`src/rtl/gl2_pkg.sv`:
```
package gl2_pkg;

  typedef enum logic [2:0] {
    LS_I  = 3'd0,
    LS_V  = 3'd1,
    LS_M  = 3'd2,
    LS_W  = 3'd3,
    LS_IV = 3'd4,
    LS_WI = 3'd5,
    LS_A  = 3'd6
  } lstate_e;

  typedef enum logic [2:0] {
    EV_NONE, EV_READ, EV_WRITE, EV_ATOM, EV_FILL, EV_WACK, EV_PROBE, EV_REPL
  } evt_e;

  typedef enum logic [1:0] {SRC_NONE, SRC_PRB, SRC_RSP, SRC_REQ} src_e;

  typedef enum logic [1:0] {
    DN_NONE  = 2'd0,
    DN_READ  = 2'd1,
    DN_WRITE = 2'd2,
    DN_ATOM  = 2'd3
  } down_e;

  typedef enum logic [2:0] {CN_KEEP, CN_ONE, CN_INC, CN_DEC, CN_CLR} cnt_op_e;

  localparam logic [1:0] RQ_READ  = 2'd0;
  localparam logic [1:0] RQ_WRITE = 2'd1;
  localparam logic [1:0] RQ_ATOM  = 2'd2;

  typedef struct packed {
    logic  pop;
    logic  stall;
    logic  tag_rd;
    logic  send_data;
    logic  fan_cnt;
    logic  ack;
    logic  wb;
    logic  inval;
    logic  alloc;
    logic  merge;
    logic  fill_wr;
    logic  mru;
    logic  prb_reply;
    down_e down;
  } act_t;

endpackage

```
`src/rtl/gl2_evt_sel.sv`:
```
module gl2_evt_sel
  import gl2_pkg::*;
#(
  parameter int LINE_W = 4
) (
  input  logic              wb_mode_i,
  input  logic              prb_valid_i,
  input  logic [LINE_W-1:0] prb_line_i,
  input  logic              rsp_valid_i,
  input  logic              rsp_ack_i,
  input  logic [LINE_W-1:0] rsp_line_i,
  input  logic              req_valid_i,
  input  logic [1:0]        req_kind_i,
  input  logic [LINE_W-1:0] req_line_i,
  input  logic              req_room_i,
  input  logic [LINE_W-1:0] req_victim_i,
  output evt_e              evt_o,
  output src_e              src_o,
  output logic [LINE_W-1:0] line_o
);

  always_comb begin
    evt_o  = EV_NONE;
    src_o  = SRC_NONE;
    line_o = '0;
    if (prb_valid_i) begin
      evt_o  = EV_PROBE;
      src_o  = SRC_PRB;
      line_o = prb_line_i;
    end else if (rsp_valid_i) begin
      evt_o  = rsp_ack_i ? EV_WACK : EV_FILL;
      src_o  = SRC_RSP;
      line_o = rsp_line_i;
    end else if (req_valid_i) begin
      src_o  = SRC_REQ;
      line_o = req_line_i;
      case (req_kind_i)
        RQ_READ: evt_o = EV_READ;
        RQ_ATOM: evt_o = EV_ATOM;
        RQ_WRITE: begin
          if (wb_mode_i && !req_room_i) begin
            evt_o  = EV_REPL;
            line_o = req_victim_i;
          end else begin
            evt_o = EV_WRITE;
          end
        end
        default: evt_o = EV_NONE;
      endcase
    end
  end

endmodule

```
`src/rtl/gl2_line_fsm.sv`:
```
module gl2_line_fsm
  import gl2_pkg::*;
#(
  parameter int CNT_W = 4
) (
  input  evt_e             evt_i,
  input  lstate_e          cur_i,
  input  logic [CNT_W-1:0] cnt_i,
  input  logic             wb_mode_i,
  output lstate_e          nxt_o,
  output act_t             act_o,
  output cnt_op_e          cnt_op_o
);

  logic busy;
  logic dirty;

  assign busy  = (cur_i == LS_IV) || (cur_i == LS_WI) || (cur_i == LS_A);
  assign dirty = (cur_i == LS_M) || (cur_i == LS_W);

  always_comb begin
    nxt_o    = cur_i;
    act_o    = '0;
    cnt_op_o = CN_KEEP;
    case (evt_i)
      EV_PROBE: begin
        act_o.pop       = 1'b1;
        act_o.prb_reply = 1'b1;
        act_o.tag_rd    = !busy;
        if (cur_i == LS_V) begin
          nxt_o       = LS_I;
          act_o.inval = 1'b1;
        end else if (cur_i == LS_M) begin
          nxt_o = LS_W;
        end
      end
      EV_FILL: begin
        act_o.pop = 1'b1;
        if (cur_i == LS_IV) begin
          act_o.tag_rd    = 1'b1;
          act_o.alloc     = 1'b1;
          act_o.fill_wr   = 1'b1;
          act_o.mru       = 1'b1;
          act_o.send_data = 1'b1;
          act_o.fan_cnt   = 1'b1;
          nxt_o           = LS_V;
          cnt_op_o        = CN_CLR;
        end else if (cur_i == LS_A) begin
          act_o.tag_rd    = 1'b1;
          act_o.send_data = 1'b1;
          if (cnt_i <= CNT_W'(1)) begin
            nxt_o    = LS_I;
            cnt_op_o = CN_CLR;
          end else begin
            cnt_op_o = CN_DEC;
          end
        end
      end
      EV_WACK: begin
        act_o.pop = 1'b1;
        if (cur_i == LS_WI) begin
          nxt_o    = LS_I;
          cnt_op_o = CN_CLR;
        end else if (!dirty) begin
          act_o.ack = 1'b1;
        end
      end
      EV_READ: begin
        case (cur_i)
          LS_M, LS_V: begin
            act_o.pop       = 1'b1;
            act_o.tag_rd    = 1'b1;
            act_o.send_data = 1'b1;
            act_o.mru       = 1'b1;
          end
          LS_W: begin
            act_o.tag_rd = 1'b1;
            act_o.wb     = 1'b1;
            nxt_o        = LS_WI;
            cnt_op_o     = CN_CLR;
          end
          LS_I: begin
            act_o.pop    = 1'b1;
            act_o.tag_rd = 1'b1;
            act_o.down   = DN_READ;
            nxt_o        = LS_IV;
            cnt_op_o     = CN_ONE;
          end
          LS_IV: begin
            act_o.pop = 1'b1;
            cnt_op_o  = CN_INC;
          end
          default: act_o.stall = 1'b1;
        endcase
      end
      EV_ATOM: begin
        case (cur_i)
          LS_I, LS_V: begin
            act_o.pop    = 1'b1;
            act_o.tag_rd = 1'b1;
            act_o.inval  = (cur_i == LS_V);
            act_o.down   = DN_ATOM;
            nxt_o        = LS_A;
            cnt_op_o     = CN_ONE;
          end
          LS_A: begin
            act_o.pop  = 1'b1;
            act_o.down = DN_ATOM;
            cnt_op_o   = CN_INC;
          end
          LS_M, LS_W: begin
            act_o.tag_rd = 1'b1;
            act_o.wb     = 1'b1;
            nxt_o        = LS_WI;
            cnt_op_o     = CN_CLR;
          end
          default: act_o.stall = 1'b1;
        endcase
      end
      EV_WRITE: begin
        if (busy) begin
          act_o.stall = 1'b1;
        end else if (wb_mode_i) begin
          act_o.pop    = 1'b1;
          act_o.tag_rd = 1'b1;
          act_o.ack    = 1'b1;
          act_o.merge  = 1'b1;
          act_o.mru    = 1'b1;
          if (cur_i == LS_I) begin
            act_o.alloc = 1'b1;
            nxt_o       = LS_W;
          end else if (cur_i != LS_W) begin
            nxt_o = LS_M;
          end
        end else begin
          act_o.pop    = 1'b1;
          act_o.tag_rd = 1'b1;
          act_o.down   = DN_WRITE;
          if (cur_i != LS_I) begin
            act_o.merge = 1'b1;
            act_o.mru   = 1'b1;
          end
        end
      end
      EV_REPL: begin
        if (dirty) begin
          act_o.tag_rd = 1'b1;
          act_o.wb     = 1'b1;
          act_o.inval  = 1'b1;
          nxt_o        = LS_WI;
          cnt_op_o     = CN_CLR;
        end else if (cur_i == LS_V) begin
          act_o.tag_rd = 1'b1;
          act_o.inval  = 1'b1;
          nxt_o        = LS_I;
        end else if (cur_i == LS_I) begin
          act_o.tag_rd = 1'b1;
        end
      end
      default: ;
    endcase
  end

endmodule

```
`src/rtl/gl2_line_store.sv`:
```
module gl2_line_store
  import gl2_pkg::*;
#(
  parameter int NUM_LINES = 16,
  parameter int CNT_W     = 4,
  localparam int LINE_W   = $clog2(NUM_LINES)
) (
  input  logic              clk,
  input  logic              rst_n,
  input  logic [LINE_W-1:0] rd_line_i,
  output lstate_e           rd_state_o,
  output logic [CNT_W-1:0]  rd_cnt_o,
  input  logic              we_i,
  input  logic [LINE_W-1:0] wr_line_i,
  input  lstate_e           wr_state_i,
  input  logic [CNT_W-1:0]  wr_cnt_i
);

  lstate_e          st_arr  [NUM_LINES];
  logic [CNT_W-1:0] cnt_arr [NUM_LINES];

  for (genvar g = 0; g < NUM_LINES; g++) begin : g_line
    lstate_e          st_q;
    logic [CNT_W-1:0] cnt_q;
    logic             en;

    assign en = we_i && (wr_line_i == LINE_W'(g));

    always_ff @(posedge clk or negedge rst_n) begin
      if (!rst_n) begin
        st_q  <= LS_I;
        cnt_q <= '0;
      end else if (en) begin
        st_q  <= wr_state_i;
        cnt_q <= wr_cnt_i;
      end
    end

    assign st_arr[g]  = st_q;
    assign cnt_arr[g] = cnt_q;
  end

  assign rd_state_o = st_arr[rd_line_i];
  assign rd_cnt_o   = cnt_arr[rd_line_i];

endmodule

```
`src/rtl/gl2_line_ctrl.sv`:
```
module gl2_line_ctrl
  import gl2_pkg::*;
#(
  parameter int NUM_LINES = 16,
  parameter int CNT_W     = 4,
  localparam int LINE_W   = $clog2(NUM_LINES)
) (
  input  logic              clk,
  input  logic              rst_n,
  input  logic              wb_mode_i,
  input  logic              prb_valid_i,
  input  logic [LINE_W-1:0] prb_line_i,
  input  logic              rsp_valid_i,
  input  logic              rsp_ack_i,
  input  logic [LINE_W-1:0] rsp_line_i,
  input  logic              req_valid_i,
  input  logic [1:0]        req_kind_i,
  input  logic [LINE_W-1:0] req_line_i,
  input  logic              req_room_i,
  input  logic [LINE_W-1:0] req_victim_i,
  output logic [LINE_W-1:0] evt_line_o,
  output logic [2:0]        cur_state_o,
  output logic [2:0]        nxt_state_o,
  output logic              pop_prb_o,
  output logic              pop_rsp_o,
  output logic              pop_req_o,
  output logic              stall_o,
  output logic              repl_o,
  output logic              tag_rd_o,
  output logic              send_data_o,
  output logic [CNT_W-1:0]  fanout_o,
  output logic              ack_client_o,
  output logic [1:0]        down_kind_o,
  output logic              wb_o,
  output logic              inval_o,
  output logic              alloc_o,
  output logic              merge_o,
  output logic              fill_wr_o,
  output logic              mru_o,
  output logic              prb_reply_o
);

  logic [1:0]        rst_sync_q;
  logic              rst_int_n;
  evt_e              evt;
  src_e              src;
  logic [LINE_W-1:0] line;
  lstate_e           cur_st;
  lstate_e           nxt_st;
  logic [CNT_W-1:0]  cnt;
  logic [CNT_W-1:0]  cnt_nxt;
  cnt_op_e           cnt_op;
  act_t              act;
  logic              commit;

  // Asynchronous assertion, synchronous release
  always_ff @(posedge clk or negedge rst_n) begin
    if (!rst_n) rst_sync_q <= 2'b00;
    else        rst_sync_q <= {rst_sync_q[0], 1'b1};
  end
  assign rst_int_n = rst_sync_q[1];

  gl2_evt_sel #(.LINE_W(LINE_W)) u_sel (
    .wb_mode_i   (wb_mode_i),
    .prb_valid_i (prb_valid_i),
    .prb_line_i  (prb_line_i),
    .rsp_valid_i (rsp_valid_i),
    .rsp_ack_i   (rsp_ack_i),
    .rsp_line_i  (rsp_line_i),
    .req_valid_i (req_valid_i),
    .req_kind_i  (req_kind_i),
    .req_line_i  (req_line_i),
    .req_room_i  (req_room_i),
    .req_victim_i(req_victim_i),
    .evt_o       (evt),
    .src_o       (src),
    .line_o      (line)
  );

  gl2_line_fsm #(.CNT_W(CNT_W)) u_fsm (
    .evt_i    (evt),
    .cur_i    (cur_st),
    .cnt_i    (cnt),
    .wb_mode_i(wb_mode_i),
    .nxt_o    (nxt_st),
    .act_o    (act),
    .cnt_op_o (cnt_op)
  );

  always_comb begin
    case (cnt_op)
      CN_ONE:  cnt_nxt = CNT_W'(1);
      CN_INC:  cnt_nxt = cnt + CNT_W'(1);
      CN_DEC:  cnt_nxt = cnt - CNT_W'(1);
      CN_CLR:  cnt_nxt = '0;
      default: cnt_nxt = cnt;
    endcase
  end

  assign commit = (evt != EV_NONE) && !act.stall;

  gl2_line_store #(.NUM_LINES(NUM_LINES), .CNT_W(CNT_W)) u_store (
    .clk       (clk),
    .rst_n     (rst_int_n),
    .rd_line_i (line),
    .rd_state_o(cur_st),
    .rd_cnt_o  (cnt),
    .we_i      (commit),
    .wr_line_i (line),
    .wr_state_i(nxt_st),
    .wr_cnt_i  (cnt_nxt)
  );

  assign evt_line_o   = line;
  assign cur_state_o  = cur_st;
  assign nxt_state_o  = nxt_st;
  assign pop_prb_o    = act.pop && (src == SRC_PRB);
  assign pop_rsp_o    = act.pop && (src == SRC_RSP);
  assign pop_req_o    = act.pop && (src == SRC_REQ);
  assign stall_o      = act.stall;
  assign repl_o       = (evt == EV_REPL);
  assign tag_rd_o     = act.tag_rd;
  assign send_data_o  = act.send_data;
  assign fanout_o     = !act.send_data ? '0 : (act.fan_cnt ? cnt : CNT_W'(1));
  assign ack_client_o = act.ack;
  assign down_kind_o  = act.down;
  assign wb_o         = act.wb;
  assign inval_o      = act.inval;
  assign alloc_o      = act.alloc;
  assign merge_o      = act.merge;
  assign fill_wr_o    = act.fill_wr;
  assign mru_o        = act.mru;
  assign prb_reply_o  = act.prb_reply;

endmodule

```
`config.mk`:
```
export PLATFORM = sky130hd
export DESIGN_NAME = gl2_line_ctrl
export DESIGN_NICKNAME = d
export VERILOG_FILES = /design/src/rtl/gl2_pkg.sv /design/src/rtl/gl2_evt_sel.sv /design/src/rtl/gl2_line_fsm.sv /design/src/rtl/gl2_line_store.sv /design/src/rtl/gl2_line_ctrl.sv
export SDC_FILE = /design/constraint.sdc
export NUM_CORES = 1
export LEC_CHECK = 0
export BUFFER_PORTS_ARGS = -buffer_cell sky130_fd_sc_hd__buf_4
export CORE_MARGIN = 5
export CORE_UTILIZATION = 40
export DETAILED_ROUTE_END_ITERATION = 10
export SLEW_MARGIN = 20
export SYNTH_ARGS = -nofsm -noshare
export SYNTH_HDL_FRONTEND = slang
export SYNTH_HIERARCHICAL = 1
export SYNTH_SLANG_ARGS = --single-unit
export TNS_END_PERCENT = 10
```
`constraint.sdc`:
```
create_clock -name clk -period 3.7 [get_ports clk]
set_input_delay 0.185 -clock clk [delete_from_list [all_inputs] [get_ports clk]]
set_output_delay 0.185 -clock clk [all_outputs]
set_load 0.05 [all_outputs]
```
==> metrics.csv, run 1 <==
stage;metric;value;unit
drt;Vias/cell;5.490;
synth;number of flops mapped to enable cells by yosys;0;
timing;RSZ-0062 raised after global routing;yes;
drt;DR WL/cell;19.81;um
critical_path;CP Capture Point;u_store/g_line[3].cnt_q[3];
critical_path;reg2reg path depth;15;
synth;sequential-to-total area share from yosys stat;0.4393;
grt;initial antenna violation count;0;
critical_path;CP Class;input port to register;
cts;Reg clk slew, reported paths;0.05;ns
timing;max frequency;231.5;MHz
cts;Clock Sinks;114;
die;# rows;46;
final_layout;post-layout utilization of the core;0.5891;
critical_path;Reg2Reg Setup Slack;-0.23;ns
die;num ports;57;
critical_path;CP max-delay cell;a22o_4;
critical_path;Setup crit start kind;input port;
place;Place WS;-1.150;ns
final_layout;Net count, final;728;
synth;Top FF cell, synth;dfrtp_1;
final_layout;ant diodes;0;
timing;Worst Max-Slew Pin Slew;0.5262;ns
timing;Clock Skew;0.007482;ns
timing;Slew HR;0.6477;
drt;Total Wirelength;18.30;mm
synth;synth unique cells;66;
place;Port Buf Inserts;56;
timing;period utilization;1.167;
timing;Slew Limit Fails;0;
critical_path;CP Cell Sequence;buf_4 > ha_4 > and3b_2 > buf_4 > a21oi_2 > a21oi_4 > buf_12 > buf_12 > mux4_2 > a22oi_1 > nand2_4 > o31a_1 > a31oi_1 > o22a_1 > nor2_4 > nor2b_4 > and2_4 > ha_4 > a21o_1 > a21oi_2 > o211ai_1 > a22o_4 > mux2_2;
run_status;failing checks;setup timing;
die;Die W;137.4;um
drt;post-route ant nets;0;
critical_path;worst reg2reg path endpoint;u_store/g_line[3].cnt_q[3];
run_status;status;complete, but fails checks;
drt;DRC Markers;0;
power_and_ir_drop;leakage;4.413;nW
timing;WHS;0.09918;ns
synth;Yosys reg bits;114;
critical_path;Critical Path RT;3.98;ns
power_and_ir_drop;Pwr per Cell Area;586.7;nW/um2
grt;largest net degree at the start of global routing;42;
timing;setup TNS;-25.92;ns
die;Vert. Die Dim;137.4;um
critical_path;R2R Path Start;u_store/g_line[3].cnt_q[1];
cts;TritonCTS Buffers;17;
place;GP Congestion;0.8775;
grt;GRT overflow;0;
hold_path;worst hold-check path type;input port to async pin;
drt;1st-pass router iterations;5;
critical_path;max incr delay on CP;0.38;ns
drt;initial DRC count;351;
power_and_ir_drop;Final Power;0.005490;W
synth;area of the mapped netlist;6494;um2
final_layout;layout cells sized above 1;0.6088;
grt;gr usage total;0.1981;
die;CORE AREA;15890;um2
critical_path;CP endpoint kind;register;
synth;Synth Net Count;553;
final_layout;most frequent cells in the layout;155 x buf_4, 113 x dfrtp_1, 90 x mux2_2;
final_layout;Area Overhead vs Synth;44.10;%
timing;Hold Vio Cnt, Final;0;
synth;Avg Cell Area, Syn;12.49;um2
cts;clock latency on the worst-skew pair;0.40;ns
synth;Yosys warnings;6;
drt;via count;5073;
place;Final HPWL DP;12.42;mm
critical_path;Crit. Startpoint;req_kind_i[0];
die;Die ar.;18880;um2
cts;clock tree buffer depth;2;
critical_path;critical path arrival;4.60;ns
power_and_ir_drop;IR drop worst, VDD;0.4784;mV
grt;vias in the first global route;5218;
synth;Async SR Flop Fraction;1.000;
synth;Mapped Cells;520;
final_layout;commonest non-fill, non-tap cell in the layout;buf_4;
critical_path;worst-path maximum fanout;19;
run;max cap viols;0;
timing;# setup viols final;56;
cts;CTS H-tree lvls;4;
cts;CTS root buf;clkbuf_16;
grt;first-pass GRT wire length;28.74;mm
timing;Setup WS post-layout;-0.6194;ns
cts;CTS tree;yes;
timing;post-layout min period;4.319;ns
die;Initial Utilization;0.4088;
## state kept, by name, indices dropped and copies added (netlist names)
| register | flops |
|---|---|
| rst_sync_q | 2 |
| u_store/g_line.st_q | 48 |
| u_store/g_line.cnt_q | 64 |
## cell usage after synthesis, drive strengths merged (2+ instances only)
master | number | area (um2)
ha | 6 | 75.07
and3b | 3 | 26.28
inv | 10 | 37.54
nand2b | 9 | 56.30
o311ai | 2 | 35.04
xor2 | 2 | 17.52
nor3b | 2 | 20.02
nand3 | 4 | 25.02
clkbuf | 10 | 37.54
nor2 | 32 | 142.6
or3 | 3 | 18.77
and2 | 2 | 12.51
o21ai | 19 | 95.09
buf | 28 | 196.4
mux4 | 28 | 660.6
a21boi | 2 | 15.01
o22ai | 5 | 31.28
a211oi | 2 | 15.01
nor3 | 4 | 20.02
a21o | 6 | 45.04
a31oi | 4 | 25.02
and3 | 5 | 31.28
o211ai | 4 | 30.03
a22o | 3 | 26.28
dfrtp | 114 | 2853
a21oi | 20 | 107.6
a22oi | 16 | 120.1
nor2b | 10 | 70.06
mux2 | 112 | 1303
nand2 | 26 | 97.59
nand3b | 5 | 50.05
## final cells by class
class,count,area (um2)
clock buffer,23,488.0
sequential,114,2856
fill,1311,6528
multi-input combinational,359,3762
inverter,10,52.55
timing repair buffer,193,1753
tap,216,270.3
clock inverter,9,175.2
## how the worst min path moves through the flow
| stage | depth (start not counted) | endpoint | slack, ns | from |
|---|---|---|---|---|
| 2_1_floorplan | 0 | rst_sync_q[0] | -0.11 | rst_n |
| 3_3_place_gp | 1 | rst_sync_q[0] | -0.03 | rst_n |
| 3_5_place_dp | 1 | rst_sync_q[0] | -0.03 | rst_n |
| 4_1_cts | 2 | rst_sync_q[1] | 0.09 | rst_n |
| 5_1_grt | 2 | rst_sync_q[1] | 0.10 | rst_n |
| 6_report | 2 | rst_sync_q[1] | 0.1 | rst_n |
## metrics by stage
step	cell area [um2]	std cells
after floorplan	6698	520
after global placement	8208	874
after detailed placement	8208	874
after CTS	8971	909
after global routing	9358	924
final	9358	924
## critical path: cells and delay by family
| kind | cells | cell delay (ns) |
|---|---|---|
| multiplexers | 2 | 0.57 |
| AND/OR/NAND/NOR | 5 | 0.61 |
| buffers and inverters | 4 | 0.62 |
| AO/OA/AOI/OAI | 10 | 2.23 |
| adder cells (fa/ha/maj) | 2 | 0.36 |
## power by group
part | internal (W) | switching, W
registers | 0.00153 | 0.000153
clock network | 0.00126 | 0.000550
logic | 0.000971 | 0.00102
## per-layer routing
layer	track usage	share of wire
met1	0.2725	0.46
met2	0.3216	0.49
met3	0.03835	0.032
met4	0.05266	0.013
met5	0	0
## cell families after synthesis
family / count (synthesis) / share of synthesized area
multiplexers: 140 / 0.3023
buffers and inverters: 48 / 0.04181
adder cells (fa/ha/maj): 7 / 0.01464
other: 1 / 0.0005775
AND/OR/NAND/NOR: 110 / 0.09403
XOR/XNOR: 3 / 0.004047
AO/OA/AOI/OAI: 97 / 0.1033
flip-flops: 114 / 0.4393
## repair_timing
| item | 4_1_cts | 5_1_grt |
|---|---|---|
| setup endpoints to repair | 125 | 125 |
| gates cloned | 0 | 2 |
| pin swaps | 4 | 17 |
| hold endpoints to repair | 2 | 0 |
| gates resized for setup | 18 | 72 |
| setup buffers | 2 | 15 |
| hold buffers | 1 | 0 |
No activity file was read; power rests on OpenSTA's default activity.
==> run 2: changes to the inputs <==
==> constraint.sdc (replaced) <==
create_clock -name clk -period 3.7 [get_ports clk]
set_input_delay 0.74 -clock clk [delete_from_list [all_inputs] [get_ports clk]]
set_output_delay 0.74 -clock clk [all_outputs]
set_load 0.05 [all_outputs]
==> metrics.csv, run 2 (synthesis gave the netlist of run 1 again) <==
stage;metric;value;unit
final_layout;max reg flops;64;
critical_path;Reg2Reg Setup Slack;-0.16;ns
run_status;status;complete, but fails checks;
cts;clock tree buffer depth;2;
grt;initial antenna violation count;0;
grt;vias in the first global route;5465;
die;num ports;57;
critical_path;WP buf/inv;5;
timing;Setup WS post-layout;-1.100;ns
critical_path;CP max-delay cell;mux4_2;
die;# rows;46;
run;max cap viols;0;
drt;Total Wirelength;17.72;mm
final_layout;ant diodes;0;
cts;CTS tree;yes;
final_layout;most frequent cells in the layout;149 x buf_4, 113 x dfrtp_1, 79 x mux2_2;
timing;Hold Vio Cnt, Final;0;
place;Port Buf Inserts;56;
die;Die W;137.4;um
cts;CTS root buf;clkbuf_16;
cts;clock latency on the worst-skew pair;0.42;ns
final_layout;post-layout utilization of the core;0.6029;
timing;Slew HR;0.5376;
final_layout;fill cell count;1265;
final_layout;register name with the most flops;u_store/g_line.cnt_q;
timing;# setup viols final;137;
timing;RSZ-0062 raised after global routing;yes;
timing;period utilization;1.297;
grt;largest net degree at the start of global routing;90;
final_layout;biggest regs;u_store/g_line.cnt_q: 64 flops, u_store/g_line.st_q: 48 flops, rst_sync_q: 2 flops;
critical_path;cell family with most CP delay;compound AO/OA/AOI/OAI gates;
drt;DR WL/cell;18.94;um
drt;post-route ant nets;0;
timing;post-layout min period;4.800;ns
place;Final HPWL DP;12.40;mm
critical_path;CP Class;input port to register;
cts;TritonCTS Buffers;17;
grt;GRT overflow;0;
place;GP Congestion;0.8430;
grt;first-pass GRT wire length;29.33;mm
timing;Clock Skew;0.01775;ns
drt;Vias/cell;5.434;
timing;Slew Limit Fails;0;
cts;CTS H-tree lvls;4;
power_and_ir_drop;leakage;4.529;nW
critical_path;critical path arrival;5.09;ns
run_status;failing checks;setup timing;
power_and_ir_drop;Pwr per Cell Area;583.9;nW/um2
final_layout;Net count, final;740;
power_and_ir_drop;IR drop worst, VDD;0.4781;mV
final_layout;layout cells sized above 1;0.6292;
critical_path;CP endpoint kind;register;
final_layout;Area Overhead vs Synth;47.50;%
critical_path;max incr delay on CP;0.51;ns
timing;Worst Max-Slew Pin Slew;0.6936;ns
final_layout;commonest non-fill, non-tap cell in the layout;buf_4;
timing;max frequency;208.3;MHz
die;Die ar.;18880;um2
cts;Clock Sinks;114;
drt;DRC Markers;0;
cts;hold buffers post-CTS;0;
cts;Reg clk slew, reported paths;0.05;ns
drt;initial DRC count;251;
power_and_ir_drop;Final Power;0.005593;W
drt;1st-pass router iterations;4;
die;Initial Utilization;0.4088;
grt;gr usage total;0.1997;
critical_path;Critical Path RT;3.99;ns
die;Vert. Die Dim;137.4;um
critical_path;Setup crit start kind;input port;
hold_path;worst hold-check path type;input port to async pin;
die;CORE AREA;15890;um2
critical_path;CP Cell Sequence;buf_12 > inv_12 > ha_4 > and3b_2 > a21oi_4 > a21oi_4 > buf_8 > buf_12 > mux4_2 > a22oi_2 > nand2_2 > o31a_1 > buf_4 > nor2_1 > a311o_1 > nor2b_2 > and2_4 > ha_4 > a21o_1 > a21oi_2 > o211ai_1 > a22o_4 > mux2_4;
critical_path;worst-path maximum fanout;10;
place;Place WS;-1.601;ns
drt;via count;5086;
[run 2: worst register-to-register path, cell delays in order (launching register included)]
cell	delay (ns)
dfrtp_1	0.37
mux4_1	0.54
a22oi_2	0.26
nand2_2	0.08
nand2b_4	0.15
or3_1	0.35
nor2_1	0.18
a311o_1	0.19
nor2b_2	0.06
and2_4	0.18
ha_4	0.24
a21o_1	0.16
a21oi_2	0.15
o211ai_1	0.21
a22o_4	0.36
mux2_4	0.27
[run 2: worst paths after layout]
check,start,end,depth (start not counted)
worst min register to register,rst_sync_q[0],rst_sync_q[1],0
worst min-delay path,rst_n,rst_sync_q[1],1
max in group asynchronous,rst_sync_q[1],u_store/g_line[12].cnt_q[3],1
worst max register to register,u_store/g_line[1].st_q[0],u_store/g_line[12].cnt_q[3],15
worst max-delay path,req_kind_i[1],u_store/g_line[12].cnt_q[3],23
min in group clk,rst_sync_q[0],rst_sync_q[1],0
[run 2: power breakdown]
part	internal [W]	switching [W]	leakage (nW)
registers	0.00153	0.000154	1.55
logic	0.00111	0.00107	2.67
clock network	0.00116	0.000572	0.301
[run 2: cell type report]
class | count | area [um2] | area share
Clock buffer | 19 | 452.9 | 0.04729
Clock inverter | 13 | 182.7 | 0.01907
Inverter | 10 | 52.55 | 0.005487
Multi-Input combinational cell | 359 | 3864 | 0.4034
Sequential cell | 114 | 2856 | 0.2982
Tap cell | 216 | 270.3 | 0.02822
Timing Repair Buffer | 205 | 1899 | 0.1983
[run 2: what timing repair did]
| action | CTS | global route |
|---|---|---|
| gates cloned | 0 | 1 |
| hold endpoints to repair | 0 | 0 |
| pin swaps | 25 | 24 |
| setup buffers | 13 | 11 |
| gates resized for setup | 70 | 61 |
| endpoints found under the setup margin | 137 | 137 |
[run 2: metal layers]
layer / track usage / up-vias / share of wire
met2: 0.3422 / 108 / 0.52
met5: 0 / - / 0
met4: 0.05876 / 0 / 0.017
li1: - / 2316 / -
met3: 0.04091 / 27 / 0.035
met1: 0.2554 / 2635 / 0.43
[run 2: stage by stage]
step           hold WS (ns)  instance area (um2)  setup TNS (ns)  instances
6_report            0.09909                 9578          -92.94        936
5_1_grt             0.08145                 9578         -112.76        936
4_1_cts             0.08002                 9254          -98.16        925
3_5_place_dp         0.3381                 8239         -169.52        880
3_3_place_gp         0.3389                 8239         -163.89        880
2_1_floorplan        0.3312                 6721         -200.25        520
